<file path="src/rtl/tw_pkg.sv">
package tw_pkg;
    typedef enum logic [1:0] {
        PH_CMD  = 2'd0,
        PH_WR   = 2'd1,
        PH_RD   = 2'd2,
        PH_DONE = 2'd3
    } phase_e;
endpackage

</file>
<file path="src/rtl/tw_sync.sv">
module tw_sync #(
    parameter int W      = 3,
    parameter int STAGES = 2
) (
    input  logic         clk,
    input  logic         rst_n,
    input  logic [W-1:0] din,
    output logic [W-1:0] dout
);
    for (genvar i = 0; i < W; i++) begin : g_bit
        logic [STAGES-1:0] pipe_q;
        always_ff @(posedge clk or negedge rst_n) begin
            if (!rst_n) pipe_q <= '0;
            else        pipe_q <= {pipe_q[STAGES-2:0], din[i]};
        end
        assign dout[i] = pipe_q[STAGES-1];
    end
endmodule

</file>
<file path="src/rtl/tw_ram.sv">
module tw_ram #(
    parameter int DEPTH = 31,
    parameter int AW    = 5,
    parameter int DW    = 8
) (
    input  logic          clk,
    input  logic          we,
    input  logic [AW-1:0] waddr,
    input  logic [DW-1:0] wdata,
    input  logic [AW-1:0] raddr,
    output logic [DW-1:0] rdata
);
    localparam logic [AW:0] LIM = (AW+1)'(DEPTH);

    logic [DW-1:0] mem [DEPTH];

    always_ff @(posedge clk) begin
        if (we && ({1'b0, waddr} < LIM)) mem[waddr] <= wdata;
    end

    assign rdata = ({1'b0, raddr} < LIM) ? mem[raddr] : '0;
endmodule

</file>
<file path="src/rtl/tw_reg_slave.sv">
module tw_reg_slave #(
    parameter int DW        = 8,
    parameter int AW        = 5,
    parameter int RAM_DEPTH = 31,
    parameter int CLK_REGS  = 8,
    parameter int SYNC      = 2
) (
    input  logic          clk,
    input  logic          rst_n,
    input  logic          ce,
    input  logic          sclk,
    input  logic          sdio_in,
    output logic          sdio_out,
    output logic          sdio_oe,
    output logic [AW-1:0] reg_addr,
    output logic          reg_we,
    output logic [DW-1:0] reg_wdata,
    input  logic [DW-1:0] reg_rdata
);
    import tw_pkg::*;

    localparam int            CW        = $clog2(DW);
    localparam logic [CW-1:0] LAST_BIT  = CW'(DW-1);
    localparam logic [AW-1:0] BURST_IDX = '1;
    localparam logic [AW:0]   RAM_LIM   = (AW+1)'(RAM_DEPTH);
    localparam logic [AW:0]   CLK_LIM   = (AW+1)'(CLK_REGS);

    typedef struct packed {
        phase_e        phase;
        logic [CW-1:0] bcnt;
        logic [DW-1:0] sh;
        logic          rd;
        logic          ram;
        logic          wen;
        logic          burst;
        logic          more;
        logic [AW-1:0] idx;
        logic [AW-1:0] baddr;
        logic          bwe;
        logic          rwe;
        logic [DW-1:0] bwdata;
        logic          oe;
        logic          dout;
        logic          sclk_prev;
    } ctl_t;

    ctl_t q, d;

    logic [2:0]    pins_s;
    logic          ce_s, sclk_s, sdi_s;
    logic          sclk_rise, sclk_fall;
    logic [DW-1:0] ram_rdata;
    logic [DW-1:0] rd_byte;
    logic [DW-1:0] byte_in;
    logic [AW:0]   lim;
    logic          in_rng;
    logic          ram_we;

    tw_sync #(.W(3), .STAGES(SYNC)) u_sync (
        .clk  (clk),
        .rst_n(rst_n),
        .din  ({sdio_in, sclk, ce}),
        .dout (pins_s)
    );
    assign ce_s   = pins_s[0];
    assign sclk_s = pins_s[1];
    assign sdi_s  = pins_s[2];

    tw_ram #(.DEPTH(RAM_DEPTH), .AW(AW), .DW(DW)) u_ram (
        .clk  (clk),
        .we   (q.rwe),
        .waddr(q.baddr),
        .wdata(q.bwdata),
        .raddr(q.idx),
        .rdata(ram_rdata)
    );

    assign sclk_rise = sclk_s & ~q.sclk_prev;
    assign sclk_fall = ~sclk_s & q.sclk_prev;
    assign byte_in   = {sdi_s, q.sh[DW-1:1]};
    assign lim       = q.ram ? RAM_LIM : CLK_LIM;
    assign in_rng    = !q.burst || ({1'b0, q.idx} < lim);
    assign rd_byte   = q.ram ? ram_rdata : reg_rdata;

    always_comb begin
        d           = q;
        d.bwe       = 1'b0;
        d.rwe       = 1'b0;
        d.sclk_prev = sclk_s;
        if (!ce_s) begin
            d           = '0;
            d.sclk_prev = sclk_s;
            d.baddr     = q.baddr;
        end else begin
            unique case (q.phase)
                PH_CMD: if (sclk_rise) begin
                    d.sh   = byte_in;
                    d.bcnt = q.bcnt + 1'b1;
                    if (q.bcnt == LAST_BIT) begin
                        // command fields, bit 0 arrived first
                        d.rd    = byte_in[0];
                        d.ram   = byte_in[DW-2];
                        d.wen   = byte_in[DW-1];
                        d.burst = (byte_in[AW:1] == BURST_IDX);
                        d.idx   = d.burst ? '0 : byte_in[AW:1];
                        d.more  = 1'b1;
                        d.bcnt  = '0;
                        d.phase = byte_in[0] ? PH_RD : PH_WR;
                    end
                end
                PH_WR: if (sclk_rise) begin
                    d.sh   = byte_in;
                    d.bcnt = q.bcnt + 1'b1;
                    if (q.bcnt == LAST_BIT) begin
                        if (q.more && in_rng && q.wen) begin
                            d.rwe    = q.ram;
                            d.bwe    = !q.ram;
                            d.bwdata = byte_in;
                            d.baddr  = q.idx;
                        end
                        if (q.burst && in_rng) d.idx  = q.idx + 1'b1;
                        else                   d.more = 1'b0;
                    end
                end
                PH_RD: if (sclk_fall) begin
                    if (q.bcnt == '0) begin
                        if (q.more && in_rng) begin
                            d.oe   = 1'b1;
                            d.dout = rd_byte[0];
                            d.sh   = rd_byte >> 1;
                            d.bcnt = 1;
                        end else begin
                            d.oe    = 1'b0;
                            d.dout  = 1'b0;
                            d.phase = PH_DONE;
                        end
                    end else begin
                        d.dout = q.sh[0];
                        d.sh   = q.sh >> 1;
                        d.bcnt = q.bcnt + 1'b1;
                        if (q.bcnt == LAST_BIT) begin
                            if (q.burst) d.idx  = q.idx + 1'b1;
                            else         d.more = 1'b0;
                        end
                    end
                end
                default: ;
            endcase
        end
        if (!(d.bwe || d.rwe)) d.baddr = d.idx;
    end

    always_ff @(posedge clk or negedge rst_n) begin
        if (!rst_n) q <= '0;
        else        q <= d;
    end

    assign ram_we    = q.rwe;
    assign sdio_out  = q.oe & q.dout;
    assign sdio_oe   = q.oe;
    assign reg_addr  = q.baddr;
    assign reg_we    = q.bwe;
    assign reg_wdata = q.bwdata;
endmodule

</file>
<file path="config.mk">
export PLATFORM = sky130hd
export DESIGN_NAME = tw_reg_slave
export DESIGN_NICKNAME = d
export VERILOG_FILES = /design/src/rtl/tw_pkg.sv /design/src/rtl/tw_sync.sv /design/src/rtl/tw_ram.sv /design/src/rtl/tw_reg_slave.sv
export SDC_FILE = /design/constraint.sdc
export NUM_CORES = 1
export LEC_CHECK = 0
export ABC_AREA = 1
export BUFFER_PORTS_ARGS = -buffer_cell sky130_fd_sc_hd__buf_2
export CAP_MARGIN = 10
export CORE_MARGIN = 3
export CORE_UTILIZATION = 63
export CTS_CLUSTER_SIZE = 14
export DETAILED_ROUTE_END_ITERATION = 10
export PLACE_DENSITY = 0.79
export SLEW_MARGIN = 15
export SYNTH_ARGS = -nofsm -noshare
export SYNTH_HDL_FRONTEND = slang
export SYNTH_HIERARCHICAL = 1
export SYNTH_SLANG_ARGS = --single-unit
</file>
<file path="constraint.sdc">
create_clock -name clk -period 2.46 [get_ports clk]
set_clock_uncertainty 0.2 [all_clocks]
set_input_delay 0.123 -clock clk [delete_from_list [all_inputs] [get_ports clk]]
set_output_delay 0.123 -clock clk [all_outputs]
set_load 0.005 [all_outputs]
</file>
Yosys cells after proc, flatten, opt, wreduce, memory -nomap -nowiden
Memory sizes are Yosys's and may differ from the RTL's.
Index checks and enable logic that the tools add are counted.
{"block": "classes", "bitwise_logic": 5, "n_reduce_logical": 18, "addsub": 2, "magnitude_cmp": 3, "n_eq_ne": 31, "mux": 38}
{"op": "2-to-1 mux 21 bit", "count": 2}
{"op": "2-to-1 mux 40 bit", "count": 1}
{"op": "!= test 3 bit (second input constant)", "count": 12}
{"op": "2-to-1 mux 11 bit", "count": 3}
{"op": "case mux 11 bit (3 select lines)", "count": 1}
{"op": "2-to-1 mux 15 bit", "count": 2}
{"op": "2-to-1 mux 5 bit", "count": 6}
{"op": "2-to-1 mux 23 bit", "count": 1}
{"op": "!= test 2 bit (second input constant)", "count": 11}
{"op": "2-to-1 mux 6 bit", "count": 3}
{"op": "case mux 6 bit (3 select lines)", "count": 1}
{"op": "2-to-1 mux 8 bit", "count": 2}
{"op": "2-to-1 mux 13 bit", "count": 1}
{"op": "2-to-1 mux 2 bit", "count": 6}
{"op": "less-than comparator 5 bit (second input constant)", "count": 2}
{"op": "2-to-1 mux 10 bit", "count": 1}
{"op": "AND reduction 10 bit", "count": 1}
{"op": "AND reduction 5 bit", "count": 2}
{"op": "!= test 4 bit (second input constant)", "count": 2}
{"op": "2-to-1 mux 1 bit", "count": 6}
{"op": "AND reduction 3 bit", "count": 2}
{"op": "AND reduction 6 bit", "count": 1}
{"op": "adder 5 x 1 -> 5 bit (second input constant)", "count": 1}
{"op": "equality test 5 bit (second input constant)", "count": 1}
{"op": "17 further kinds", "count": 26}
{"block": "totals", "in_bits": 13, "output_inout_bits": 16, "n_memories": 1, "reg_bits": 46, "ram_bits": 248, "word_cells": 116}
{"memory": "u_ram.mem", "words": 31, "word_bits": 8, "read_ports": 1, "rd_clocked_by_memory_dff": 0, "write_ports": 1, "line": "tw_ram.sv:15", "rtl": "logic [DW-1:0] mem [DEPTH];"}

Depth between registers and ports, before layout
Gate-level depths: netlist (run 1).
{"block": "logic_depth", "ltp_word": 13, "mapped_depth": 17, "ltp_nobuf": 15}

Cells and area by module
The synthesis (run 1) kept the hierarchy.
{"mod": "tw_ram", "n_inst": 1, "seq_area_each_um2": 7447.1, "cells_per_inst": 953, "area_per_inst_um2": 10436.3}
{"mod": "tw_reg_slave", "n_inst": 1, "seq_area_each_um2": 1001.0, "cells_per_inst": 399, "area_per_inst_um2": 2925.3}
{"mod": "tw_sync", "n_inst": 1, "seq_area_each_um2": 150.1, "cells_per_inst": 9, "area_per_inst_um2": 172.7}

Least setup slack after synthesis (run 1)
No wires, ideal clock.
{"block": "synth_timing", "path_kind": "register -> register", "from": "register q[18] (netlist name)", "to": "register q, in the netlist byte_in[1]", "arrival_ns": 1.917, "period_less_slack_ns": 2.236, "setup_time_ns": 0.119, "required_ns": 2.141, "slack_ns": 0.224, "n_path_buf": 3, "stages_incl_launch_ff": 15, "path_cell_list": "dfrtp_1 -> buf_6 -> buf_6 -> buf_4 -> o211ai_1 -> nand3_1 -> nand3_1 -> nand2_1 -> nand2_1 -> nor2_1 -> or2_2 -> o21ai_0 -> o221ai_1 -> nand3_1 -> o21ai_2"}
{"block": "synth_via", "elab_chain_cells": 8, "elab_cells_between_ends": 14, "cone_classes": "order compare (2); eq/ne (1); mux (7); reduce/logical (3); memory (1)"}
{"element": "start, declared", "line": "tw_reg_slave.sv:47", "rtl": "ctl_t q, d;"}
{"element": "start signal, assigned", "line": "tw_reg_slave.sv:154", "rtl": "if (!rst_n) q <= '0;"}
{"element": "start signal, assigned", "line": "tw_reg_slave.sv:155", "rtl": "else q <= d;"}
{"element": "memory read (31 x 8 bit) / less-than comparator 5 bit (equally long branches)"}
{"element": "2-to-1 mux 8 bit (*)", "line": "tw_ram.sv:21", "rtl": "assign rdata = ({1'b0, raddr} < LIM) ? mem[raddr] : '0;"}
{"element": "via ram_rdata[3]", "line": "tw_reg_slave.sv:52", "rtl": "logic [DW-1:0] ram_rdata;"}
{"element": "2-to-1 mux 8 bit (*)", "line": "tw_reg_slave.sv:83", "rtl": "assign rd_byte = q.ram ? ram_rdata : reg_rdata;"}
{"element": "2-to-1 mux 11 bit (*)", "line": "tw_reg_slave.sv:127", "rtl": "if (q.more && in_rng) begin"}
{"element": "2-to-1 mux 11 bit (*)", "line": "tw_reg_slave.sv:126", "rtl": "if (q.bcnt == '0) begin"}
{"element": "2-to-1 mux 13 bit (*)", "line": "tw_reg_slave.sv:125", "rtl": "PH_RD: if (sclk_fall) begin"}
{"element": "case mux 11 bit (3 select lines) (*)", "line": "tw_reg_slave.sv:95", "rtl": "unique case (q.phase)"}
{"element": "2-to-1 mux 40 bit (*)", "line": "tw_reg_slave.sv:90", "rtl": "if (!ce_s) begin"}
The timed path passes the listed nets; every way through them passes the cells marked *. The select of a mux whose other input is x is not followed.
A chain may end at the register's enable or synchronous reset.

Final worst setup path (run 1)
{"block": "layout_timing", "from": "register q[18] (netlist name)", "to": "register q[28] (netlist name)"}
The elaborated chain is that of the path after synthesis.

==> results of run 1 <==
## placed cells by master (no fill, tap or decap), types with 3 or more instances in the layout
cell type      instances
buf_2                 28
a21oi_2                3
nand2_2                9
inv_2                  7
edfxtp_1             248
nand2_1              440
dfrtp_1               43
o21ai_0               52
clkinv_2               9
buf_4                 71
nand4_1               11
clkbuf_1               5
clkinv_1               8
nand3_1              120
or2_2                  5
nor2_2                11
nor3_1                 5
o21ai_1               14
clkinv_4               3
nand3_2                6
buf_12                13
nor2_1               135
dlygate4sd3_1         16
inv_1                 88
a21oi_1               30
ha_1                  11
clkbuf_16             33
o221ai_1               4
nor2_4                 5
o21ai_2                9
o211ai_1               9
## how the worst max path moves through the flow
stage | from | to | slack, ps
after floorplan | q[18] | byte_in[1] | 220
after global placement | q[18] | byte_in[5] | 10
after detailed placement | q[18] | byte_in[5] | -80
after CTS | q[18] | byte_in[5] | 0.2
after global routing | q[18] | byte_in[5] | -140
final | q[18] | q[28] | -60
## layer usage
layer  track usage, %  routed length (um)  vias up
met5                0                   0        -
li1                 -                   -     4734
met2             46.3               16400      624
met1             39.9               13400     4805
met3             4.86                3640       90
met4             8.10                 974        0
## kinds of logic after synthesis
| family | Yosys count | synth area share [%] |
|---|---|---|
| compound gates | 130 | 5.63 |
| buf+inv | 170 | 6.46 |
| fa+ha+maj | 11 | 1.02 |
| simple gates | 756 | 23.4 |
| flops | 294 | 63.5 |
## worst reg2reg max path: cells and delay by family (launching register included)
family / cells / cell delay [ps]
DFF: 1 / 570
and+or+nand+nor: 7 / 750
AOI/OAI and AO/OA: 5 / 510
buffers and inverters: 2 / 360
## cell type report
cell class,count,area [um2]
clock inverter,21,158
multi-input combinational,897,4150
fill,1356,5100
clock buffer,35,769
timing repair buffer,133,1180
sequential,294,8600
tap,270,338
inverter,99,387
## registers in the layout, summed over array words and instances (netlist names)
name	count
u_ram/mem	248
q	17
reg_wdata	8
byte_in	7
u_sync/g_bit.pipe_q	6
reg_addr	5
ram_we	1
reg_we	1
sdio_oe	1
## per-stage QoR
step           std cells  setup TNS, ps  util [%]  area, um2
3_5_place_dp        1669          -89.0      69.1      14300
6_report            1749           -101      75.3      15600
5_1_grt             1749           -638      75.3      15600
4_1_cts             1742              0      74.4      15400
2_1_floorplan       1361              0         -      13500
3_3_place_gp        1669              0      69.1      14300
## timing repair
| action | 4_1_cts | 5_1_grt |
|---|---|---|
| hold buffers | 16 | 0 |
| gates resized for setup | 4 | 24 |
| gates cloned | 0 | 4 |
| endpoints found under the hold margin | 57 | 0 |
| pin swaps | 1 | 13 |
| endpoints found under the setup margin | 4 | 9 |
| setup buffers | 1 | 3 |
## where the power goes
part | internal [mW] | switching (mW) | total [mW]
clock network | 2.35 | 1.87 | 4.22
logic | 0.0477 | 0.0741 | 0.122
registers | 5.34 | 0.00856 | 5.35
total | 7.74 | 1.95 | 9.70
==> summary.txt, run 1 <==
Outcome
  • Outcome: finished, violations left
  • Violated checks: setup timing

Critical path
  • Element type at the critical path end: register
  • Capture instance of the worst register-to-register path: q[28]
  • Largest fanout on the critical path: 12
  • Worst-path cell with the longest stage delay: dfrtp_4
  • CP top delay family: simple AND/OR/NAND/NOR gates
  • Max stage delay on crit path: 570 ps
  • Worst reg-to-reg path cell count: 14
  • Arrival time of data at the critical path endpoint: 2770 ps
  • Startpoint of the most critical register-to-register path: q[18]
  • Number of buffers and inverters on the critical path: 2
  • Critical path, cell by cell: buf_4 -> clkbuf_16 -> o21ai_0 -> o21ai_1 -> nand2_1 -> nand3_1 -> nor2_1 -> nor2_1 -> nand2_1 -> a21oi_1 -> a21oi_1 -> nor2_1 -> nand2_1 -> o21ai_2
  • Setup crit start kind: register
  • Worst endpoint required time: 2720 ps
  • Category of the most critical setup path: register to register
  • Count of cell instances traversed by the critical path: 14
  • R2R Setup Slk: -60 ps

Timing
  • Slew at the pin closest to its max-slew limit: 1090 ps
  • Setup Viol. Count Final: 2
  • Final cycle utilization of the critical path: 102%
  • Unrepaired setup endpoints after global routing: yes
  • Fin Hold WS: 22.8 ps
  • Relative max-transition margin: 27.0%
  • Maximum clock frequency: 397 MHz
  • Final hold vios: 0
  • Post-route worst setup slack: -58.7 ps
  • Clock period minus worst slack: 2520 ps
  • Max-slew violation count: 0

Worst hold path
  • Hold path endpoint: u_sync/g_bit[2].pipe_q[0]
  • Worst Hold Class: primary input to register
  • Worst hold path startpoint: sdio_in
  • Number of cells on the worst hold path: 2

Layout
  • ANT cells: 0
  • Layout area overhead: 15.2%
  • Count of nets after finishing: 1479
  • Fraction of final layout cells with drive strength greater than 1: 15.6%

Die
  • Placeable core region: 20700 um2
  • Area of the die: 23300 um2
  • Std-Cell Rows: 52
  • Die height: 153 um
  • Die Width: 153 um
  • Top-level I/O count: 29
  • Initial Util: 65.4%

Place
  • Routability congestion estimate: 0.952
  • Worst slack at placement: -80.8 ps
  • Detailed placer's ending HPWL: 21.6 mm
  • Number of port buffers: 28

Logic synthesis
  • Top-count cell post-synth: nand2_1
  • Most common library cells after synthesis: 440 x nand2_1, 248 x edfxtp_1, 146 x nor2_1
  • Syn. warnings: 6
  • Fraction of registers with async set or reset after synthesis: 15.6%
  • Avg Synthesized Cell Area: 9.94 um2
  • Number of distinct library cell variants in the gate-level netlist after synthesis: 42
  • Proportion of netlist area held by the largest area contributor: 55.0%
  • Portion of the post-synthesis area used by sequential elements: 63.5%
  • Post-Synthesis Cell Area: 13500 um2
  • Leading register cell type out of synthesis: edfxtp_1
  • EDFF count, synth: 248
  • Library cell with the largest summed area after synthesis: edfxtp_1
  • Mapped Cells: 1361
  • Ranking of synthesized cells by area: edfxtp_1 55%, nand2_1 12%, dfrtp_1 8.5%, nand3_1 4.6%, nor2_1 4.0%
  • Synthesized netlist net count: 1385
  • Synthesis-stage register bit count: 294

Global route
  • First-pass GRT wire length: 52.2 mm
  • Remaining global-route overflow: 0
  • Number of antenna violations at the first check in global routing: 0
  • Total global routing track utilization: 28.3%
  • Via count of the first global-routing pass: 9625
  • Maximum number of pins on one net before global-route repair: 53

Clock tree
  • Cell chosen for the clock root: clkbuf_16
  • CTS tree: yes
  • H-tree Lvls: 1
  • Clock transition at the register clock pins on the worst setup and hold paths after CTS: 60 ps
  • Maximum clock insertion buffer count: 3
  • TritonCTS Sinks: 294
  • TritonCTS Buffers: 30
  • Source-to-sink clock delay at the later pin of the worst-skew pair: 570 ps

Route
  • Wirelength, routed: 34.4 mm
  • Number of vias per cell after detailed routing: 5.86
  • DRC violation count after routing: 0
  • Wirelength per Cell: 19.7 um
  • Number of iterations in the first detailed-routing pass: 5
  • Number of antenna-violating nets in the routed design: 0
  • DR iter-0 viols: 1333
  • Vias post-DR: 10300

Pwr
  • Lkg Pwr: 6.07 nW
  • Worst VDD drop: 0.711 mV
  • Total power of the final layout: 9.70 mW
  • Power per Cell Area: 622 nW/um2

Flow run
  • Maxcap violations: 0
No activity file was read; power rests on OpenSTA's default activity.
==> run 2: changes to the inputs <==
--- a/config.mk
+++ b/config.mk
@@ -12,7 +12,7 @@
 export CORE_UTILIZATION = 63
 export CTS_CLUSTER_SIZE = 14
 export DETAILED_ROUTE_END_ITERATION = 10
-export PLACE_DENSITY = 0.79
+export PLACE_DENSITY = 0.83
 export SLEW_MARGIN = 15
 export SYNTH_ARGS = -nofsm -noshare
 export SYNTH_HDL_FRONTEND = slang
==> run 2 against run 1 <==
  * The run still ends with setup timing left
  * Critical path depth is 1 higher
  * Setup slack worse by 57 ps
  * Cell area is 0.32% lower
  * Hold slack worse by 0.86 ps
  * Via count is 2.9% higher
  * Largest power group unchanged
  * Highest routed layer unchanged
==> summary.txt, run 2 (synthesis gave the netlist of run 1 again) <==
Layout
  • ANT cells: 0 (unchanged)
  • Count of nets after finishing: 1474 (-0.34%)
  • Flip-flop count of the largest register, all copies and words added: 248 (unchanged)
  • Layout area overhead: 14.8%
  • Non-filler instance count after layout: 1738 (-0.63%)
  • Top reg by flops: u_ram/mem
  • # fillers: 1284 (-5.3%)
  • Commonest cells after routing, fill and taps aside: 438 x nand2_1, 248 x edfxtp_1, 138 x nor2_1
  • Fraction of final layout cells with drive strength greater than 1: 15.1% (-0.56 points)
  • Most common cell after layout, fill and taps aside: nand2_1

Place
  • Routability congestion estimate: 0.973 (+2.2%)
  • Number of port buffers: 28 (unchanged)
  • Placed instance count: 1661 (-0.48%)
  • Detailed placer's ending HPWL: 21.0 mm (-2.8%)

Die
  • Initial Util: 65.4% (unchanged)
  • Placeable core region: 20700 um2 (unchanged)
  • Die height: 153 um (unchanged)
  • Area of the die: 23300 um2 (unchanged)
  • Std-Cell Rows: 52 (unchanged)
  • Die Width: 153 um (unchanged)
  • Top-level I/O count: 29 (unchanged)

Critical path
  • Category of the most critical setup path: register to register
  • Worst-path cell with the longest stage delay: dfrtp_4
  • Max stage delay on crit path: 550 ps (-20 ps)
  • Critical path, cell by cell: inv_8 -> buf_12 -> nand2_1 -> nand2_1 -> nand2_1 -> o21ai_0 -> nand2_1 -> nand3_1 -> nor2_2 -> nor2_1 -> or2_2 -> o21ai_0 -> o221ai_1 -> nand3_1 -> o21ai_2
  • Element type at the critical path end: register
  • Largest fanout on the critical path: 20 (+8)
  • Crit-path most repeated cell: nand2_1
  • Worst endpoint required time: 2710 ps (about the same)
  • Setup crit start kind: register
  • Arrival time of data at the critical path endpoint: 2820 ps (+50 ps)
  • Worst reg-to-reg path cell count: 15 (+1)

Pwr
  • Total power of the final layout: 9.71 mW (+0.20%)
  • Worst VDD drop: 0.692 mV (-2.8%)
  • Lkg Pwr: 6.03 nW (-0.59%)
  • Power per Cell Area: 625 nW/um2 (+0.52%)

Timing
  • Maximum clock frequency: 388 MHz (-2.2%)
  • Setup Viol. Count Final: 4 (+2)
  • Unrepaired setup endpoints after global routing: yes
  • Relative max-transition margin: 35.8% (+8.8 points)
  • Max-slew violation count: 0 (unchanged)
  • Final hold vios: 0 (unchanged)
  • Final cycle utilization of the critical path: 105% (+2.3 points)
  • Slew at the pin closest to its max-slew limit: 963 ps (-129 ps)
  • Clock period minus worst slack: 2580 ps (+56.5 ps)
  • Post-route worst setup slack: -115 ps (-56.5 ps)
  • Fin Setup TNS: -252 ps (-151 ps)

Global route
  • Number of antenna violations at the first check in global routing: 0 (unchanged)
  • Total global routing track utilization: 28.7% (+0.32 points)
  • First-pass GRT wire length: 53.0 mm (+1.5%)
  • Maximum number of pins on one net before global-route repair: 59 (+11%)
  • Via count of the first global-routing pass: 9944 (+3.3%)
  • Remaining global-route overflow: 0 (unchanged)

Clock tree
  • CTS tree: yes
  • Clock transition at the register clock pins on the worst setup and hold paths after CTS: 60 ps (about the same)
  • TritonCTS Sinks: 294 (unchanged)
  • H-tree Lvls: 1 (unchanged)
  • Maximum clock insertion buffer count: 3 (unchanged)
  • TritonCTS Buffers: 29 (-3.3%)
  • Source-to-sink clock delay at the later pin of the worst-skew pair: 560 ps (about the same)
  • Cell chosen for the clock root: clkbuf_16

Worst hold path
  • Worst Hold Class: primary input to register
  • Number of cells on the worst hold path: 2 (unchanged)

Route
  • Wirelength per Cell: 20.5 um (+4.2%)
  • Vias post-DR: 10600 (+2.9%)
  • Number of iterations in the first detailed-routing pass: 8 (+3)
  • Wirelength, routed: 35.6 mm (+3.5%)
  • DRC violation count after routing: 0 (unchanged)
  • Number of antenna-violating nets in the routed design: 0 (unchanged)
  • Number of vias per cell after detailed routing: 6.07 (+3.6%)
  • DR iter-0 viols: 1502 (+13%)

Outcome
  • Outcome: finished, violations left
  • Violated checks: setup timing

Flow run
  • Maxcap violations: 0 (unchanged)
run 2: area by class of cell:
class,instances,area [um2],share of cell area (%)
multi-input cells,898,4160,26.8
clock inverters,13,141,0.910
flip-flops and latches,294,8600,55.4
inverters,99,393,2.53
repair buffers,128,1150,7.42
well taps,270,338,2.17
clock buffers,36,752,4.84
run 2: final timing paths:
check	start	endpoint	slack, ps
setup reg to reg	q[18]	byte_in[1]	-120
setup / recovery	q[18]	byte_in[1]	-120
hold / removal	sdio_in	u_sync/g_bit[2].pipe_q[0]	20
min in group asynchronous	rst_n	q[28]	430
hold reg to reg	u_sync/g_bit[2].pipe_q[0]	u_sync/g_bit[2].pipe_q[1]	150
max in group asynchronous	rst_n	byte_in[4]	370
run 2: report_power, final:
part / internal, mW / switching (mW)
registers: 5.34 / 0.0122
logic: 0.0454 / 0.0724
clock network: 2.46 / 1.78
total: 7.85 / 1.87
run 2: per-stage QoR:
step	instance area, um2	setup WS [ps]	utilization (%)	hold WS [ps]
after CTS	15300	1.05	73.7	6.71
after detailed placement	14200	35.5	68.6	-103
after floorplan	13500	224	-	-373
final	15500	-115	75.1	21.9
after global placement	14200	58.1	68.6	-112
after global routing	15500	-151	75.1	34.3
run 2: critical path, delay by kind of cell (launching register included):
family | cells | cell delay [ps]
flip-flops | 1 | 550
AND/OR/NAND/NOR | 9 | 1070
buffers and inverters | 2 | 260
AO/OA/AOI/OAI | 4 | 360
run 2: per-layer routing:
| layer | vias to the layer above | routed length (um) | track usage (%) |
|---|---|---|---|
| li1 | 4712 | - | - |
| met1 | 4936 | 12900 | 38.9 |
| met2 | 748 | 16900 | 45.8 |
| met3 | 156 | 4110 | 5.60 |
| met4 | 0 | 1710 | 12.3 |
| met5 | - | 0 | 0 |
run 2: timing repair:
action,CTS,global route
hold buffers,16,0
pin swaps,0,5
resized for setup,2,30
cloned,0,6
setup buffers,0,6
endpoints found under the setup margin,2,15
hold endpoints to repair,57,0
